### src/rtl/bmd_pkg.sv
package bmd_pkg;

  typedef enum logic [3:0] {
    RG_NONE     = 4'd0,
    RG_MAIN     = 4'd1,
    RG_MAIN_ALT = 4'd2,
    RG_IO       = 4'd3,
    RG_SLOT     = 4'd4,
    RG_EXP      = 4'd5,
    RG_INT      = 4'd6,
    RG_UPD      = 4'd7,
    RG_UPD_ALT  = 4'd8,
    RG_UPEF     = 4'd9,
    RG_SYSROM   = 4'd10
  } region_e;

  localparam logic [15:0] MAIN_LAST = 16'hBFFF;
  localparam logic [15:0] IO_LAST   = 16'hC0FF;
  localparam logic [15:0] SLOT_LAST = 16'hC7FF;
  localparam logic [15:0] EXP_LAST  = 16'hCFFF;
  localparam logic [15:0] D_LAST    = 16'hDFFF;
  localparam logic [15:0] ROM_BASE  = 16'hD000;
  localparam int          ROM_PAGE_BYTES = 'h3000;
  localparam logic [7:0]  FILLER_BYTE = 8'hF4;

  function automatic int off_width(input int blk_w, input int page_w);
    int w;
    w = 16;
    if (blk_w + 13 > w) w = blk_w + 13;
    if (page_w + 14 > w) w = page_w + 14;
    return w;
  endfunction

endpackage

### src/rtl/bmd_path.sv
module bmd_path
  import bmd_pkg::*;
#(
  parameter int BLK_W  = 3,
  parameter int PAGE_W = 2,
  parameter int OFF_W  = 16
) (
  input  logic [15:0]       addr_i,
  input  logic              alt_i,
  input  logic              shadow_all_i,
  input  logic              shadow_s3_i,
  input  logic              up_en_i,
  input  logic              up_alt_i,
  input  logic              rom_fallback_i,
  input  logic [BLK_W-1:0]  block_i,
  input  logic [PAGE_W-1:0] page_i,
  input  logic [7:0]        slot_mask_i,
  input  logic [7:0]        exp_mask_i,
  input  logic [2:0]        owner_i,
  output region_e           region_o,
  output logic [OFF_W-1:0]  off_o,
  output logic              claim_o,
  output logic              release_o
);

  logic [2:0] slot;
  logic       shadow_hit;

  assign slot       = addr_i[10:8];
  assign shadow_hit = shadow_all_i || (shadow_s3_i && (slot == 3'd3));

  always_comb begin
    region_o  = RG_NONE;
    off_o     = '0;
    claim_o   = 1'b0;
    release_o = 1'b0;
    if (addr_i <= MAIN_LAST) begin
      region_o = alt_i ? RG_MAIN_ALT : RG_MAIN;
      off_o    = OFF_W'(addr_i);
    end else if (addr_i <= IO_LAST) begin
      region_o = RG_IO;
      off_o    = OFF_W'(addr_i[7:0]);
    end else if (addr_i <= SLOT_LAST) begin
      if (shadow_hit) begin
        region_o = RG_INT;
        off_o    = OFF_W'(addr_i[11:0]);
      end else begin
        claim_o = 1'b1;
        if (slot_mask_i[slot]) begin
          region_o = RG_SLOT;
          off_o    = OFF_W'({slot, addr_i[7:0]});
        end
      end
    end else if (addr_i <= EXP_LAST) begin
      if (shadow_all_i) begin
        region_o = RG_INT;
        off_o    = OFF_W'(addr_i[11:0]);
      end else begin
        release_o = (addr_i == EXP_LAST);
        if ((owner_i != 3'd0) && exp_mask_i[owner_i]) begin
          region_o = RG_EXP;
          off_o    = OFF_W'({owner_i, addr_i[10:0]});
        end
      end
    end else if (up_en_i) begin
      if (addr_i <= D_LAST) begin
        region_o = up_alt_i ? RG_UPD_ALT : RG_UPD;
        off_o    = OFF_W'({block_i, addr_i[11:0]});
      end else begin
        region_o = RG_UPEF;
        off_o    = OFF_W'({block_i, addr_i[12:0]});
      end
    end else if (rom_fallback_i) begin
      region_o = RG_SYSROM;
      off_o    = OFF_W'(page_i) * OFF_W'(ROM_PAGE_BYTES) + OFF_W'(addr_i - ROM_BASE);
    end
  end

endmodule

### src/rtl/bmd_owner.sv
module bmd_owner (
  input  logic       clk,
  input  logic       rst,
  input  logic       upd_i,
  input  logic       claim_i,
  input  logic       release_i,
  input  logic [2:0] slot_i,
  output logic [2:0] owner_o
);

  always_ff @(posedge clk) begin
    if (rst) begin
      owner_o <= 3'd0;
    end else if (upd_i) begin
      if (claim_i)        owner_o <= slot_i;
      else if (release_i) owner_o <= 3'd0;
    end
  end

endmodule

### src/rtl/bank_map_decoder.sv
module bank_map_decoder
  import bmd_pkg::*;
#(
  parameter int BLK_W  = 3,
  parameter int PAGE_W = 2,
  parameter int OFF_W  = bmd_pkg::off_width(BLK_W, PAGE_W)
) (
  input  logic              clk,
  input  logic              rst,
  input  logic              bus_valid,
  input  logic              bus_we,
  input  logic [15:0]       bus_addr,
  input  logic              alt_rd_en,
  input  logic              alt_wr_en,
  input  logic              shadow_all,
  input  logic              shadow_slot3,
  input  logic              upper_rd_en,
  input  logic              upper_wr_en,
  input  logic              upper_alt_bank,
  input  logic [BLK_W-1:0]  upper_block,
  input  logic [PAGE_W-1:0] rom_page,
  input  logic [7:0]        slot_rom_mask,
  input  logic [7:0]        slot_exp_mask,
  output logic              acc_valid,
  output logic              acc_write,
  output logic [3:0]        acc_region,
  output logic [OFF_W-1:0]  acc_offset,
  output logic              wr_strobe,
  output logic [7:0]        void_byte,
  output logic [2:0]        owner_slot
);

  region_e          rd_region, wr_region, sel_region;
  logic [OFF_W-1:0] rd_off, wr_off, sel_off;
  logic             rd_claim, wr_claim, rd_rel, wr_rel;

  bmd_path #(.BLK_W(BLK_W), .PAGE_W(PAGE_W), .OFF_W(OFF_W)) i_rd_path (
    .addr_i         (bus_addr),
    .alt_i          (alt_rd_en),
    .shadow_all_i   (shadow_all),
    .shadow_s3_i    (shadow_slot3),
    .up_en_i        (upper_rd_en),
    .up_alt_i       (upper_alt_bank),
    .rom_fallback_i (1'b1),
    .block_i        (upper_block),
    .page_i         (rom_page),
    .slot_mask_i    (slot_rom_mask),
    .exp_mask_i     (slot_exp_mask),
    .owner_i        (owner_slot),
    .region_o       (rd_region),
    .off_o          (rd_off),
    .claim_o        (rd_claim),
    .release_o      (rd_rel)
  );

  bmd_path #(.BLK_W(BLK_W), .PAGE_W(PAGE_W), .OFF_W(OFF_W)) i_wr_path (
    .addr_i         (bus_addr),
    .alt_i          (alt_wr_en),
    .shadow_all_i   (1'b0),
    .shadow_s3_i    (1'b0),
    .up_en_i        (upper_wr_en),
    .up_alt_i       (upper_alt_bank),
    .rom_fallback_i (1'b0),
    .block_i        (upper_block),
    .page_i         (rom_page),
    .slot_mask_i    (slot_rom_mask),
    .exp_mask_i     (slot_exp_mask),
    .owner_i        (owner_slot),
    .region_o       (wr_region),
    .off_o          (wr_off),
    .claim_o        (wr_claim),
    .release_o      (wr_rel)
  );

  assign sel_region = bus_we ? wr_region : rd_region;
  assign sel_off    = bus_we ? wr_off    : rd_off;

  bmd_owner i_owner (
    .clk       (clk),
    .rst       (rst),
    .upd_i     (bus_valid),
    .claim_i   (bus_we ? wr_claim : rd_claim),
    .release_i (bus_we ? wr_rel   : rd_rel),
    .slot_i    (bus_addr[10:8]),
    .owner_o   (owner_slot)
  );

  always_ff @(posedge clk) begin
    if (rst) begin
      acc_valid  <= 1'b0;
      acc_write  <= 1'b0;
      acc_region <= 4'd0;
      acc_offset <= '0;
      wr_strobe  <= 1'b0;
      void_byte  <= 8'h00;
    end else begin
      acc_valid <= bus_valid;
      if (bus_valid) begin
        acc_write  <= bus_we;
        acc_region <= sel_region;
        acc_offset <= sel_off;
        wr_strobe  <= bus_we && (sel_region != RG_NONE);
        void_byte  <= (!bus_we && (sel_region == RG_NONE)) ? FILLER_BYTE : 8'h00;
      end else begin
        wr_strobe  <= 1'b0;
        void_byte  <= 8'h00;
      end
    end
  end


  main_rd_sel_chk: assert property (@(posedge clk) disable iff (rst)
    (bus_valid && !bus_we && bus_addr <= 16'hBFFF) |=>
      (acc_region == ($past(alt_rd_en) ? 4'd2 : 4'd1)));


  io_page_chk: assert property (@(posedge clk) disable iff (rst)
    (bus_valid && bus_addr[15:8] == 8'hC0) |=> (acc_region == 4'd3 && acc_valid));


  wr_no_shadow_chk: assert property (@(posedge clk) disable iff (rst)
    (bus_valid && bus_we && bus_addr >= 16'hC100 && bus_addr <= 16'hC7FF &&
     slot_rom_mask[bus_addr[10:8]]) |=> (acc_region == 4'd4));


  owner_claim_chk: assert property (@(posedge clk) disable iff (rst)
    (bus_valid && bus_addr >= 16'hC100 && bus_addr <= 16'hC7FF &&
     (bus_we || !(shadow_all || (shadow_slot3 && bus_addr[10:8] == 3'd3)))) |=>
      (owner_slot == $past(bus_addr[10:8])));


  owner_release_chk: assert property (@(posedge clk) disable iff (rst)
    (bus_valid && bus_addr == 16'hCFFF && (bus_we || !shadow_all)) |=> (owner_slot == 3'd0));


  filler_byte_chk: assert property (@(posedge clk) disable iff (rst)
    (acc_valid && !acc_write && acc_region == 4'd0) |-> (void_byte == 8'hF4));


  strobe_target_chk: assert property (@(posedge clk) disable iff (rst)
    wr_strobe |-> (acc_valid && acc_write && acc_region != 4'd0));


  idle_hold_chk: assert property (@(posedge clk) disable iff (rst)
    !bus_valid |=> (!acc_valid && $stable(owner_slot)));

endmodule

### config.mk
export PLATFORM = sky130hd
export DESIGN_NAME = bank_map_decoder
export DESIGN_NICKNAME = d
export VERILOG_FILES = /design/src/rtl/bmd_pkg.sv /design/src/rtl/bmd_path.sv /design/src/rtl/bmd_owner.sv /design/src/rtl/bank_map_decoder.sv
export SDC_FILE = /design/constraint.sdc
export NUM_CORES = 1
export LEC_CHECK = 0
export ABC_AREA = 1
export BUFFER_PORTS_ARGS = -buffer_cell sky130_fd_sc_hd__buf_2
export CORE_MARGIN = 1
export CORE_UTILIZATION = 45
export CTS_BUF_LIST = sky130_fd_sc_hd__clkbuf_4
export DETAILED_ROUTE_END_ITERATION = 12
export GPL_ROUTABILITY_DRIVEN = 0
export HOLD_SLACK_MARGIN = 0.08
export PLACE_DENSITY_LB_ADDON = 0.12
export SKIP_LAST_GASP = 1
export SYNTH_ARGS = -nofsm -noshare
export SYNTH_HDL_FRONTEND = slang
export SYNTH_SLANG_ARGS = --single-unit
### constraint.sdc
create_clock -name clk -period 2.4 [get_ports clk]
set_input_delay 0.48 -clock clk [delete_from_list [all_inputs] [get_ports clk]]
set_output_delay 0.48 -clock clk [all_outputs]
set_load 0.01 [all_outputs]
Yosys cells after proc, flatten, opt, wreduce, memory -nomap -nowiden
Cells that the tools add are included.

storage, ports and cells
  bits in registers = 34
  input bits = 48
  output and inout bits = 34
  word-level logic and storage cells = 92

operators by class
  add/subtract/negate cells = 2
  $mul = 1
  magnitude comparators = 7
  eq/ne operators = 2
  muxes and demuxes = 60
  bitwise gates (word level) = 1
  reduce and logical (&&, ||, !) cells = 12

operator list
  kind                    count
  $mux 16                 14
  $le 16x16->1 const B    5
  $mux 4                  15
  $mux 1                  20
  $add 16x16->16          1
  $eq 16x16->1 const B    1
  $sub 16x16->16 const B  1
  $mux 14                 1
  $mux 3                  4
  $mux 11                 1
  $lt 3x4->1 const B      2
  $mux 8                  1
  $bmux 1 s3              2
  $logic_and 1x1->1       4
  $logic_not 4->1         1
  $mul 2x2->4 const B     1
  $mux 2                  2
  $reduce_bool 4->1       1
  $eq 3x2->1 const B      1
  $reduce_bool 3->1       1
  $reduce_and 2->1        1
  $reduce_bool 2->1       1
  $reduce_or 2->1         1
  $logic_not 1->1         1
  other kinds (2)         2

Depth between registers and ports, before layout
  depth after elaboration = 13
  mapped depth = 13
  gate-level depth less buffers = 13

Modules after synthesis
From an unflattened synthesis, not the netlist that was laid out.

second synthesis, totals
  cell total of the unflattened synthesis = 512
  area total of the unflattened synthesis = 2,969.1 um^2

modules (own cells, without submodules)
  module                times used  cells each  area an instance (um^2)  seq. area each (um^2)
  bank_map_decoder      1           167         1,102.3                  480.5
  bmd_path (i_rd_path)  1           166         880.8                    0.0
  bmd_path (i_wr_path)  1           166         875.8                    0.0
  bmd_owner             1           13          110.1                    60.1

Worst setup path after synthesis
No wires, ideal clock.

  path kind = input-to-reg
  start point = in rom_page[0]
  end point = reg acc_offset[15]
  library setup time = 70 ps
  arrival time = 2,204 ps
  data required time = 2,330 ps
  path slack = 126 ps
  cell stages on the path = 13
  path buffers = 0
  cell sequence = inv_1 > ha_1 > ha_1 > inv_1 > ha_1 > inv_1 > fa_1 > xnor2_1 > a21oi_1 > o21ai_0 > nand3_1 > nand3_1 > a21oi_1

between the ends
  longest elaborated chain between the ends = 8

RTL lines
  item                    RTL line                 RTL
  start: declaration      bank_map_decoder.sv:21   input logic [PAGE_W-1:0] rom_page,
  $mul 2x2->4             --
  $add 16x16->16          --
  $mux 16                 bmd_path.sv:65           end else if (up_en_i) begin
  $mux 16                 bmd_path.sv:54           end else if (addr_i <= EXP_LAST) begin
  $mux 16                 bmd_path.sv:43           end else if (addr_i <= SLOT_LAST) begin
  $mux 16                 bmd_path.sv:40           end else if (addr_i <= IO_LAST) begin
  $mux 16                 bmd_path.sv:37           if (addr_i <= MAIN_LAST) begin
  $mux 16                 bank_map_decoder.sv:76   assign sel_off = bus_we ? wr_off : rd_off;
  end signal: assignment  bank_map_decoder.sv:101  acc_offset <= sel_off;
  end: declaration        bank_map_decoder.sv:27   output logic [OFF_W-1:0] acc_offset,

Every way passes these cells.
A chain may end at the register's enable or synchronous reset.

Final worst setup path
Ends and elaborated chain as after synthesis.

==> qor.csv <==
stage,metric,value,unit
cells_and_area,"Cell Count, Final, Fillers Out",461,
hold_path,Min-Delay Startpoint,rst,
grt,Overflow after GRT,0,
grt,vias in the first global route,1952,
setup_path,crit-path cells,buf_2 > inv_1 > ha_1 > ha_1 > inv_1 > ha_1 > inv_1 > fa_1 > xnor2_1 > a21oi_1 > o21ai_0 > nand3_1 > nand3_1 > a21oi_1,
cells_and_area,Area Growth Syn to Fin,21.5,%
power,total chip power,991,uW
grt,global-route wire length before repair,8.51,mm
route,antenna-violating nets left,0,
yosys,YS warnings,0,
floorplanning,IO Count,82,
floorplanning,CORE AREA,0.00432,mm2
route,via count,2268,
cells_and_area,share of layout cells above drive strength 1,26.7,%
setup_path,slowest cell on the critical path,fa_1,
setup_path,RR Startpoint,i_owner.owner_o[0],
yosys,synth cell count leaders,"nand2_1, inv_1, nand3_1, nor2_1, dfxtp_1",
yosys,number of synthesized flops with an enable pin,0,
floorplanning,Starting Density,46.7,%
outcome,status,finished clean,
clock_network,hold_buf cts,0,
grt,initial antenna violation count,0,
yosys,Unique masters post-synth,32,
setup_path,reg2reg setup slack,0.79,ns
sta,Final setup viols,0,
placed_design,DP HPWL,4.09,mm
power,leakage power total,0.00142,uW
setup_path,nature of the critical path startpoint,primary input,
sta,Fmax,460,MHz
placed_design,Port-buffer cells,77,
clock_network,clk buf depth,2,
yosys,"Async S/R FF share, synth",0,%
clock_network,clock sink count,27,
route,Routed WL per cell,11.1,um
yosys,Post-synth top flop,dfxtp_1,
sta,Hold WS,0.356,ns
clock_network,clock-pin slew on the worst setup and hold paths,0.15,ns
clock_network,post-cts gate resize count,0,
grt,largest net degree at the start of global routing,18,
cells_and_area,fin nets,465,
yosys,mapped cell area,0.00202,mm2
power,Peak VDD IR,213,uV
route,vias per std cell,4.92,
grt,Tot GR Track Use,21.3,%
run,Max-Cap Viols,0,
floorplanning,Rows,24,
floorplanning,Die ar.,0.00476,mm2
hold_path,worst hold path class,in2reg,
sta,fin crit share,90.5,%
clock_network,clock root cell,clkbuf_4,
yosys,cell with the most instances after synthesis,nand2_1,
placed_design,Placed Instance Area,0.00243,mm2
setup_path,Setup crit end kind,flip-flop,
hold_path,Hold Crit Depth,2,
sta,Final Hold Viols,0,
yosys,post-synth top area cell,dfxtp_1,
yosys,Mean Syn Cell Area,6.03,um2
floorplanning,Die X,69.0,um
setup_path,CP Class,in2reg,
sta,minimum clock period,2.17,ns
placed_design,placed insts,457,
route,final WL,5.11,mm
setup_path,worst path arrival time,2.45,ns
sta,Clock Skew,0.00224,ns
route,TritonRoute pass-1 iters,5,
yosys,post-synthesis sequential area ratio,26.7,%
setup_path,r2r endpoint,acc_offset[1],
setup_path,crit path max fanout,2,
hold_path,Hold EP,i_owner.owner_o[2],
cells_and_area,ANT cells,0,
yosys,#FFs+latches synth,27,
sta,RSZ-0062 raised after global routing,no,
sta,Pins Over Slew Limit,0,
yosys,main area contributors after synthesis,"dfxtp_1, nand2_1, inv_1, nand3_1, nor2_1",
yosys,area share of the largest cell type after synthesis,26.7,%
yosys,Cells after Synth,335,
setup_path,reg2reg path depth,9,
setup_path,max incr delay on CP,0.38,ns
floorplanning,Die Y,69.0,um
clock_network,Num CTS Buffers,3,
clock_network,Setup Buffers After CTS,0,
setup_path,Worst EP required,2.68,ns
clock_network,# H-tree levels,1,
cells_and_area,Final Cell Area,0.00246,mm2
power,PwrDens,404,mW/mm2
clock_network,TritonCTS clock tree,built,
clock_network,clock network latency to the later pin of the worst-skew pair,0.33,ns
route,DRT iter0 DRCs,130,
route,DRC viols,0,
## power breakdown
| part | switching (uW) | total, uW | internal (uW) |
|---|---|---|---|
| Combinational | 184 | 303 | 118 |
| Sequential | 11.2 | 484 | 473 |
| Clock | 141 | 205 | 63.9 |
## routing by layer
layer	global-route usage [%]	vias to the layer above	routed length, um
met5	0	-	0
met4	4.08	0	47
met3	2.19	8	402
met2	33.9	102	2210
met1	31.3	955	2440
li1	-	1203	-
## through the flow
step	utilization (%)	setup WS (ns)	setup TNS, ns
floorplan	-	0.126	0
global placement	56.1	-0.0682	-0.0682
detailed placement	56.1	-0.115	-0.115
CTS	56.8	0.232	0
global route	56.8	0.00458	0
finish	56.8	0.228	0
## area by class of cell
cell class	count	area, um2
clock inverters	1	7.51
repair buffers	83	430
clock buffers	3	22.5
multi-input cells	244	1200
inverters	51	191
fillers	457	1870
well taps	52	65.1
flip-flops and latches	27	541
## worst max-delay path by stage
stage	start	end	slack, ns	cells past startpoint
5_1_grt	rom_page[0]	acc_offset[15]	0.005	14
6_report	rom_page[0]	acc_offset[15]	0.23	14
2_1_floorplan	rom_page[0]	acc_offset[15]	0.13	13
3_3_place_gp	rom_page[0]	acc_offset[15]	-0.07	14
3_5_place_dp	rom_page[0]	acc_offset[15]	-0.11	14
4_1_cts	rom_page[0]	acc_offset[15]	0.23	14
## layout by cell type, fill, tap and decap left out, drive strengths merged
cell type | Yosys | final
clkinvlp | 0 | 1
ha | 6 | 6
nor2 | 37 | 37
conb | 1 | 3
buf | 12 | 83
xnor2 | 1 | 1
nand2 | 106 | 106
a22o | 1 | 1
nand3 | 34 | 34
o31ai | 1 | 1
dfxtp | 27 | 27
o211ai | 4 | 4
o21ai | 20 | 20
fa | 1 | 1
nor3 | 2 | 2
nand4 | 7 | 7
xor2 | 1 | 1
inv | 51 | 51
clkbuf | 3 | 3
nand3b | 2 | 2
a21oi | 18 | 18
## critical path: cells and delay by family
family                     cells  cell delay (ns)
buffers and inverters          4             0.22
xor gates and xnor gates       1             0.15
adders and majority gates      4             1.08
AOI/OAI and AO/OA              3             0.36
and+or+nand+nor                2             0.15
## cells by family after synthesis
kind of cell	Yosys count	share of synthesized area, %
compound gates	44	12.1
buf+inv	66	14.3
fa+ha+maj	7	4.71
simple gates	188	41.1
xor+xnor	2	0.867
other cells	1	0.186
flops	27	26.7
## state kept, by name, indices dropped and copies added (netlist names)
name,count
acc_offset,16
acc_region,4
i_owner.owner_o,3
acc_valid,1
acc_write,1
void_byte,1
wr_strobe,1
Note: power is estimated with default switching activity, not from simulation.
